File: config.mk
export PLATFORM = sky130hd
export DESIGN_NAME = pn_gen_cmp
export DESIGN_NICKNAME = d
export VERILOG_FILES = /design/src/rtl/pn_cmp_pkg.sv /design/src/rtl/pn_cmd_decode.sv /design/src/rtl/pn_step.sv /design/src/rtl/pn_fixpt_detect.sv /design/src/rtl/pn_gen_cmp.sv
export SDC_FILE = /design/constraint.sdc
export NUM_CORES = 1
export LEC_CHECK = 0
export BUFFER_PORTS_ARGS = -buffer_cell sky130_fd_sc_hd__buf_2
export CAP_MARGIN = 15
export CORE_AREA = 4 4 41 43
export CTS_CLUSTER_SIZE = 28
export DETAILED_ROUTE_END_ITERATION = 10
export DIE_AREA = 0 0 45 47
export HOLD_SLACK_MARGIN = 0.08
export REMOVE_ABC_BUFFERS = 1
export SYNTH_ARGS = -nofsm -noshare
export SYNTH_HDL_FRONTEND = slang
export SYNTH_SLANG_ARGS = --single-unit
File: constraint.sdc
create_clock -name clk -period 1.15 [get_ports clk]
set_input_delay 0 -clock clk [delete_from_list [all_inputs] [get_ports clk]]
set_output_delay 0 -clock clk [all_outputs]
set_load 0.02 [all_outputs]
File: src/rtl/pn_cmp_pkg.sv
package pn_cmp_pkg;

    typedef enum logic [2:0] {
        CMD_HOLD  = 3'd0,
        CMD_STEP  = 3'd1,
        CMD_KICK  = 3'd2,
        CMD_LOAD  = 3'd3,
        CMD_CLEAR = 3'd4
    } pn_cmd_e;

endpackage

File: src/rtl/pn_cmd_decode.sv
module pn_cmd_decode
    import pn_cmp_pkg::*;
(
    input  logic    clr,
    input  logic    en,
    input  logic    kick,
    input  logic    load,
    output pn_cmd_e cmd
);

    always_comb begin
        if (clr)       cmd = CMD_CLEAR;
        else if (load) cmd = CMD_LOAD;
        else if (kick) cmd = CMD_KICK;
        else if (en)   cmd = CMD_STEP;
        else           cmd = CMD_HOLD;
    end

endmodule

File: src/rtl/pn_step.sv
module pn_step #(
    parameter int             W    = 8,
    parameter logic [W-1:0]   TAPS = 8'hB8
) (
    input  logic [W-1:0] cur,
    output logic [W-1:0] nxt
);

    logic inject;
    assign inject = ~cur[0];

    for (genvar k = 0; k < W; k++) begin : g_bit
        if (k == W - 1) begin : g_top
            assign nxt[k] = TAPS[k] & inject;
        end else begin : g_low
            assign nxt[k] = cur[k+1] ^ (TAPS[k] & inject);
        end
    end

endmodule

File: src/rtl/pn_fixpt_detect.sv
module pn_fixpt_detect #(
    parameter int             W    = 8,
    parameter logic [W-1:0]   TAPS = 8'hB8
) (
    input  logic [W-1:0] cur,
    output logic         hit
);

    function automatic logic [W-1:0] fixed_word();
        logic [W-1:0] x;
        x    = '0;
        x[0] = 1'b0;
        for (int k = 1; k < W; k++) x[k] = x[k-1] ^ TAPS[k-1];
        return x;
    endfunction

    localparam logic [W-1:0] FIX = fixed_word();

    assign hit = (cur == FIX);

endmodule

File: src/rtl/pn_gen_cmp.sv
module pn_gen_cmp
    import pn_cmp_pkg::*;
#(
    parameter int             W    = 8,
    parameter logic [W-1:0]   TAPS = 8'hB8
) (
    input  logic         clk,
    input  logic         clr,
    input  logic         en,
    input  logic         kick,
    input  logic         load,
    input  logic [W-1:0] load_val,
    output logic         ser_out,
    output logic [W-1:0] state_out,
    output logic         stuck
);

    pn_cmd_e      cmd;
    logic [W-1:0] state_q;
    logic [W-1:0] step_val;
    logic         ser_q;

    pn_cmd_decode u_dec (
        .clr  (clr),
        .en   (en),
        .kick (kick),
        .load (load),
        .cmd  (cmd)
    );

    pn_step #(.W(W), .TAPS(TAPS)) u_step (
        .cur (state_q),
        .nxt (step_val)
    );

    pn_fixpt_detect #(.W(W), .TAPS(TAPS)) u_fix (
        .cur (state_q),
        .hit (stuck)
    );

    always_ff @(posedge clk) begin
        unique case (cmd)
            CMD_CLEAR: state_q <= '0;
            CMD_LOAD:  state_q <= load_val;
            CMD_KICK:  state_q <= '0;
            CMD_STEP:  state_q <= step_val;
            CMD_HOLD:  state_q <= state_q;
            default:   state_q <= '0;
        endcase
    end

    always_ff @(posedge clk) begin
        unique case (cmd)
            CMD_STEP: ser_q <= state_q[0];
            CMD_HOLD: ser_q <= ser_q;
            default:  ser_q <= 1'b0;
        endcase
    end

    assign state_out = state_q;
    assign ser_out   = ser_q;

endmodule

# Word level (Yosys, flattened, before mapping)
# Index checks and enable logic that the tools add are counted.
[classes] addsub=0 multipliers=0 div_mod_pow=0 order_cmp=0 n_eq_ne=3 shifts=0 mux=6 bitwise=4 reduce_logical=1
[op_table] operator="$pmux W8 S3" count=1
[op_table] operator="$mux W3" count=3
[op_table] operator="$eq A8 B8 Y1 const B" count=1
[op_table] operator="$eq A3 B1 Y1 const B" count=1
[op_table] operator="$eq A3 B2 Y1 const B" count=1
[op_table] operator="$logic_not A3 Y1" count=1
[op_table] operator="$xor A1 B1 Y1" count=3
[op_table] operator="$pmux W1 S2" count=1
[op_table] operator="$mux W1" count=1
[op_table] operator="$not A1 Y1" count=1
[word_totals] ff_bits=9 latch_bits=0 ramBits=0 rom_bits=0 in_bits=13 out_inout_bits=10 elab_cells=16 memories=0

# Logic depth before layout (Yosys ltp)
# Gate-level depths: netlist of the first run.
[logic_depth] ltp_word=6 depth_mapped=3 ltp_nobuf=2

# By module
# From an unflattened synthesis of the first run, not the netlist that was laid out.
[hier_totals] cells_unflattened=49 hier_area_um2=545.5
[by_module_without_submodules] mod="pn_gen_cmp" n_inst=1 cells_each=31 area_per_inst_um2=417.9 seq_area_each_um2=270.3
[by_module_without_submodules] mod="pn_step" n_inst=1 cells_each=9 area_per_inst_um2=67.6 seq_area_each_um2=0.0
[by_module_without_submodules] mod="pn_cmd_decode" n_inst=1 cells_each=6 area_per_inst_um2=33.8 seq_area_each_um2=0.0
[by_module_without_submodules] mod="pn_fixpt_detect" n_inst=1 cells_each=3 area_per_inst_um2=26.3 seq_area_each_um2=0.0

# Least setup slack after synthesis of the first run
# No wires, ideal clock.
[synth_path] kind="reg2out" startpoint="register state_q[0] (netlist: state_out[0])" endpoint="output stuck" arrival_ns=1.411 t_required_ns=1.150 path_slack_ns=-0.261 path_stages_with_launch=4 n_path_buf=1 cell_sequence="edfxtp_1 buf_6 or4_1 nor2_1"
[synth_between] elab_chain_len=1
[synth_rtl] element="start, declared" line_no="pn_gen_cmp.sv:19" rtl="logic [W-1:0] state_q;"
[synth_rtl] element="start signal, assigned" line_no="pn_gen_cmp.sv:44" rtl="CMD_LOAD: state_q <= load_val;"
[synth_rtl] element="start signal, assigned" line_no="pn_gen_cmp.sv:46" rtl="CMD_STEP: state_q <= step_val;"
[synth_rtl] element="start signal, assigned" line_no="pn_gen_cmp.sv:47" rtl="CMD_HOLD: state_q <= state_q;"
[synth_rtl] element="$eq A8 B8 Y1" line_no="pn_fixpt_detect.sv:19" rtl="assign hit = (cur == FIX);"
[synth_rtl] element="end, declared" line_no="pn_gen_cmp.sv:15" rtl="output logic stuck"
# No other way between the ends.

# Worst setup path after layout of the first run
[layout_path] startpoint="register state_q[2] (netlist: state_out[2])" endpoint="output stuck"
# Same word-level chain as after synthesis.

==> out/results.ini, run 1 <==
[cells_and_area]
fin_cells = 82
fillCellCount = 121
drive_gt1_share_pct = 47.8
regArea_um2 = 270
final_util_pct = 54.9
diodes = 0
nNetsFinal = 81
area_growth_pct = 58.6
multi_input_comb_area_um2 = 161

[drt]
drtPass1Iterations = 1
wire_per_inst_um = 12.4
drtIter0Drc = 0
viasPerCell = 4.83
ant_nets = 0
drc = 0
drt-total-wl_mm = 1.02
num_vias = 396

[hold_path]
hp-class = input port to flip-flop

[floorplan]
initial_core_util_pct = 34.6
die_w_um = 45
coreArea_um2 = 1300
io-pin-count = 23
dieArea_um2 = 2120
rows = 13
chipHeight_um = 47

[outcome]
failed_checks = negative setup slack
status = finished with violations

[timing]
hold_ws_ns = 0.228
fin_skew_ns = 0.000794
setup_viol = 1
finalCriticalPeriod_ns = 1.38
finalCritPeriodShare_pct = 120
tightest_slew_ns = 0.559
slew-limit-headroom_pct = 62.6
max_freq_ghz = 0.727
final.setup.worst_slack_ns = -0.225
finalMaxSlewViolations = 0
rsz0062_at_grt = true
finalSetupTns_ns = -0.225
hold_viol_final = 0

[yosys]
synth_compound_gate_area_share_pct = 15.6
synth_cells = 30
synth.distinct_cells = 12
ys_seq_area_share_pct = 60.0
syn_area_um2 = 450
yosysTopAreaCellShare_pct = 60.0
yosysWarningCount = 0
synth_top_family_by_area = compound AO/OA/AOI/OAI gates
synth.avg_cell_area_um2 = 15.0
synth_largest_area_cell = edfxtp_1
synth-seq-cells = 9
synth_simple_gate_area_share_pct = 14.4
synthXorXnorAreaFrac_pct = 5.83
synth_mux_area_share_pct = 0
synth_area_leaders = edfxtp_1, a22o_1, xnor2_1, nor4b_4, or4_1
synth_adder_area_share_pct = 0

[worst_setup_path]
critPathRequiredTime_ns = 1.15
worstPathMaxFanout = 2
cp_slowest_cell = or4_1
cp-start-kind = flip-flop
slowest_delay_ns = 0.52
critPathArrivalTime_ns = 1.38
crit_family = simple AND/OR/NAND/NOR gates
end_kind = output port
path_class = flip-flop to output port
path_cells = or4_1, nor2_1, buf_4
critical_path_buf_inv_count = 1

[place]
dp_hpwl_um = 802
dp_cells = 70
place.gp.congestion = 0.639
port_buffers = 22

[power_and_ir_drop]
p_per_area_nw_per_um2 = 1120
leakagePower_nw = 0.330
peakVddDrop_v = 0.000649

[clocking]
clock_path_buffers = 2
clkTransAtPathRegs_ns = 0.06
cts_tree = done
clk_latency_ns = 0.25
cts_made_buffers = 3
cts-root-buf = clkbuf_4
htree_num_levels = 1
cts_sinks = 9

[grt]
grt_pass1_wl_mm = 1.63
grt_max_degree = 10
first_global_vias = 386
grt_usage_pct = 11.4
antenna_found_initial = 0
overflow = 0

[run]
maxCapViolCount = 0

## routing by layer
| metal | part of all wire (%) | GRT usage, % |
|---|---|---|
| met4 | 0 | 7.02 |
| met5 | 0 | 0 |
| met3 | 7.6 | 3.45 |
| met2 | 50 | 18.4 |
| met1 | 43 | 13.4 |
## state kept, by name, summed over array words and instances, names as in the netlist
signal	count
state_out	8
ser_out	1
## kinds of logic (layout without fill, tap and decap cells)
| logic type | after synthesis | count (layout) |
|---|---|---|
| flip-flops | 9 | 9 |
| AO/OA/AOI/OAI | 8 | 8 |
| AND/OR/NAND/NOR | 7 | 7 |
| XOR/XNOR | 3 | 3 |
| buffers and inverters | 3 | 40 |
## per-stage QoR
stage | total power [W] | cell area, um^2 | worst slack [ns]
CTS | 0.000806 | 711 | -0.258
floorplan | 0.000478 | 435 | -0.192
detailed placement | 0.000548 | 602 | 0.0113
global route | 0.000840 | 714 | -0.331
global placement | 0.000545 | 602 | 0.0439
finish | 0.000798 | 714 | -0.225
## area by class of cell
type                    instances  area share [%]
flip-flops and latches          9            37.8
repair buffers                 35            32.7
multi-input cells              18            22.6
clock buffers                   4            3.68
well taps                      15            2.63
inverters                       1           0.525
## power by group
part / switching [W] / internal [W] / leakage (nW)
registers: 0.0000157 / 0.000385 / 0.105
logic: 0.0000754 / 0.0000860 / 0.210
clock network: 0.000102 / 0.000133 / 0.0150
## cell usage in the layout (no fill, tap or decap)
master and instances:
or4_1 2, inv_1 1, nor2_1 1, nand4b_1 1, a22o_1 8, clkbuf_4 3, nor4b_4 1, clkbuf_1 1
xnor2_1 3, and2_2 1, buf_4 5, buf_6 1, dlygate4sd3_1 8, buf_2 21, edfxtp_1 9, nor2b_1 1
## worst register-to-register path: cells and delay by family, from the launching register on
| kind | cells | cell delay [ns] |
|---|---|---|
| flops | 1 | 0.39 |
| compound gates | 1 | 0.20 |
| xor+xnor | 1 | 0.12 |
| buf+inv | 1 | 0.15 |
## worst paths after layout
kind	from	end	slack, ns	cells past startpoint
max	state_out[2]	stuck	-0.23	3
max reg2reg	state_out[0]	state_out[3]	0.04	3
min	en	state_out[3]	0.23	3
min reg2reg	state_out[7]	state_out[6]	0.61	1
## synthesized netlist by cell type (all sizes together)
cell    count
edfxtp      9
a22o        8
xnor2       3
or4         2
and2        1
buf         1
clkbuf      1
inv         1
nand4b      1
nor2        1
nor2b       1
nor4b       1
## timing repair
item	CTS	global route
hold buffers	8	0
setup endpoints to repair	1	4
endpoints found under the hold margin	8	0
setup buffers	0	1
resized for setup	1	1
Note: power is estimated with default switching activity, not from simulation.
==> run 2, diff against run 1 <==
BUFFER_PORTS_ARGS = -buffer_cell sky130_fd_sc_hd__buf_4   (was -buffer_cell sky130_fd_sc_hd__buf_2)
==> run 2 against run 1 <==
  * The flow still finishes with violations (negative setup slack)
  * Via count up 5.1%
  * Clock power rose by 7%
  * Worst setup slack worse by 0.067 ns
  * Die area unchanged
  * Routed wire length increased by 20%
  * Critical endpoint unchanged
  * Largest power group unchanged
==> out/results.ini, run 2 (synthesis results as in run 1) <==
[outcome]
status = finished with violations
failed_checks = negative setup slack

[clocking]
cts_sinks = 9
cts_made_buffers = 3
cts_tree = done
cts-root-buf = clkbuf_4
clk_latency_ns = 0.26
htree_num_levels = 1
clkTransAtPathRegs_ns = 0.07
clock_path_buffers = 2

[timing]
hold_viol_final = 0
tightest_slew_ns = 0.584
rsz0062_at_grt = true
finalSetupTns_ns = -0.293
setup_viol = 1
fin_skew_ns = 0.00496
slew-limit-headroom_pct = 61.0
finalCritPeriodShare_pct = 125
max_freq_ghz = 0.693
finalCriticalPeriod_ns = 1.44
finalMaxSlewViolations = 0
final.setup.worst_slack_ns = -0.293

[power_and_ir_drop]
p_seq_share_pct = 47.1
power.switching_w = 0.000220
p_sw_share_pct = 25.7
pwr-share-clk_pct = 29.4
leakagePower_nw = 0.354
p_per_area_nw_per_um2 = 1080
p_int_w = 0.000638
combPwrFrac_pct = 23.5
peakVddDrop_v = 0.000572

[floorplan]
io-pin-count = 23
die_w_um = 45
rows = 13
chipHeight_um = 47
initial_core_util_pct = 34.6
coreArea_um2 = 1300
dieArea_um2 = 2120

[cells_and_area]
final_common_cell = buf_4
fillCellCount = 118
drive_gt1_share_pct = 52.2
largest_register_ffs = 8
nNetsFinal = 83
diodes = 0
final_util_pct = 61.3
area_growth_pct = 76.9
mostFrequentLayoutCells = buf_4, edfxtp_1, a22o_1, dlygate4sd3_1

[grt]
antenna_found_initial = 0
overflow = 0
grt_usage_pct = 12.4
grt_pass1_wl_mm = 1.77
grt_max_degree = 10
first_global_vias = 431

[worst_setup_path]
critPathArrivalTime_ns = 1.44
r2r_slack_ns = 0
endpoint = stuck
reg2reg_from = state_out[0]
critPathRequiredTime_ns = 1.15
cp-start-kind = flip-flop
end_kind = output port
path_class = flip-flop to output port
startpoint = state_out[2]
timing.rr.end = state_out[5]
reg2reg_depth = 3
worstPathMaxFanout = 2

[hold_path]
hp-class = input port to flip-flop
min_from = en
min_path_cells = 3

[place]
port_buffers = 22
place.gp.congestion = 0.727
dp_hpwl_um = 941

[drt]
wire_per_inst_um = 14.5
ant_nets = 0
drt-total-wl_mm = 1.22
num_vias = 416
viasPerCell = 4.95
drtIter0Drc = 7
drc = 0
drtPass1Iterations = 3

[run]
maxCapViolCount = 0

-- run 2: cell count changes in the layout (fill, tap and decap cells not counted) --
cell | previous run | this run
buf_2 | 21 | 0
buf_4 | 5 | 27
buf_6 | 1 | 2
nor2_1 | 1 | 0
nor2_4 | 0 | 1
or4_1 | 2 | 1
or4_4 | 0 | 1
-- run 2: stage by stage --
stage	instances	total power [W]	cell area, um^2	hold slack [ns]	setup WS (ns)
after floorplan	28	0.000478	435	0.209	-0.192
after global placement	70	0.000569	657	0.295	-0.00418
after detailed placement	70	0.000575	657	0.304	-0.0529
after CTS	82	0.000847	767	0.206	-0.343
after global routing	84	0.000890	797	0.217	-0.333
final	84	0.000859	797	0.208	-0.293
-- run 2: layout make-up --
class / instances / area [um^2] / area share (%)
inverter: 1 / 3.75 / 0.471
clock buffer: 4 / 26.3 / 3.30
multi-input combinational: 18 / 173 / 21.7
tap: 15 / 18.8 / 2.35
timing repair buffer: 37 / 305 / 38.3
sequential: 9 / 270 / 33.9
-- run 2: power by group through the flow --
| stage | combinational, W | clock (W) | sequential (W) |
|---|---|---|---|
| finish | 0.000201 | 0.000252 | 0.000405 |
| global placement | 0.000161 | 0 | 0.000408 |
| CTS | 0.000188 | 0.000255 | 0.000404 |
| global route | 0.000212 | 0.000272 | 0.000407 |
| detailed placement | 0.000165 | 0 | 0.000410 |
| floorplan | 0.0000417 | 0 | 0.000437 |
-- run 2: worst min-delay path by stage --
stage	end	slack, ns
4_1_cts	state_out[3]	0.21
5_1_grt	ser_out	0.22
6_report	ser_out	0.21
3_3_place_gp	state_out[4]	0.29
2_1_floorplan	state_out[3]	0.21
3_5_place_dp	state_out[4]	0.30
-- run 2: what timing repair did --
item	4_1_cts	5_1_grt
resized for setup	1	4
hold buffers	8	0
setup buffers	0	2
pin swaps	2	3
endpoints found under the hold margin	8	0
endpoints found under the setup margin	3	4
-- run 2: routing by layer --
metal	vias to the layer above	part of all wire, %	track usage [%]
li1	197	-	-
met1	196	39	13.0
met2	20	51	21.2
met3	3	7.7	4.98
met4	0	2.1	7.02
met5	-	0	0
-- run 2: critical path: stages, from the launching register on --
cell and delay, ns:
edfxtp_1 0.41, or4_4 0.55, nor2_4 0.10, buf_6 0.12
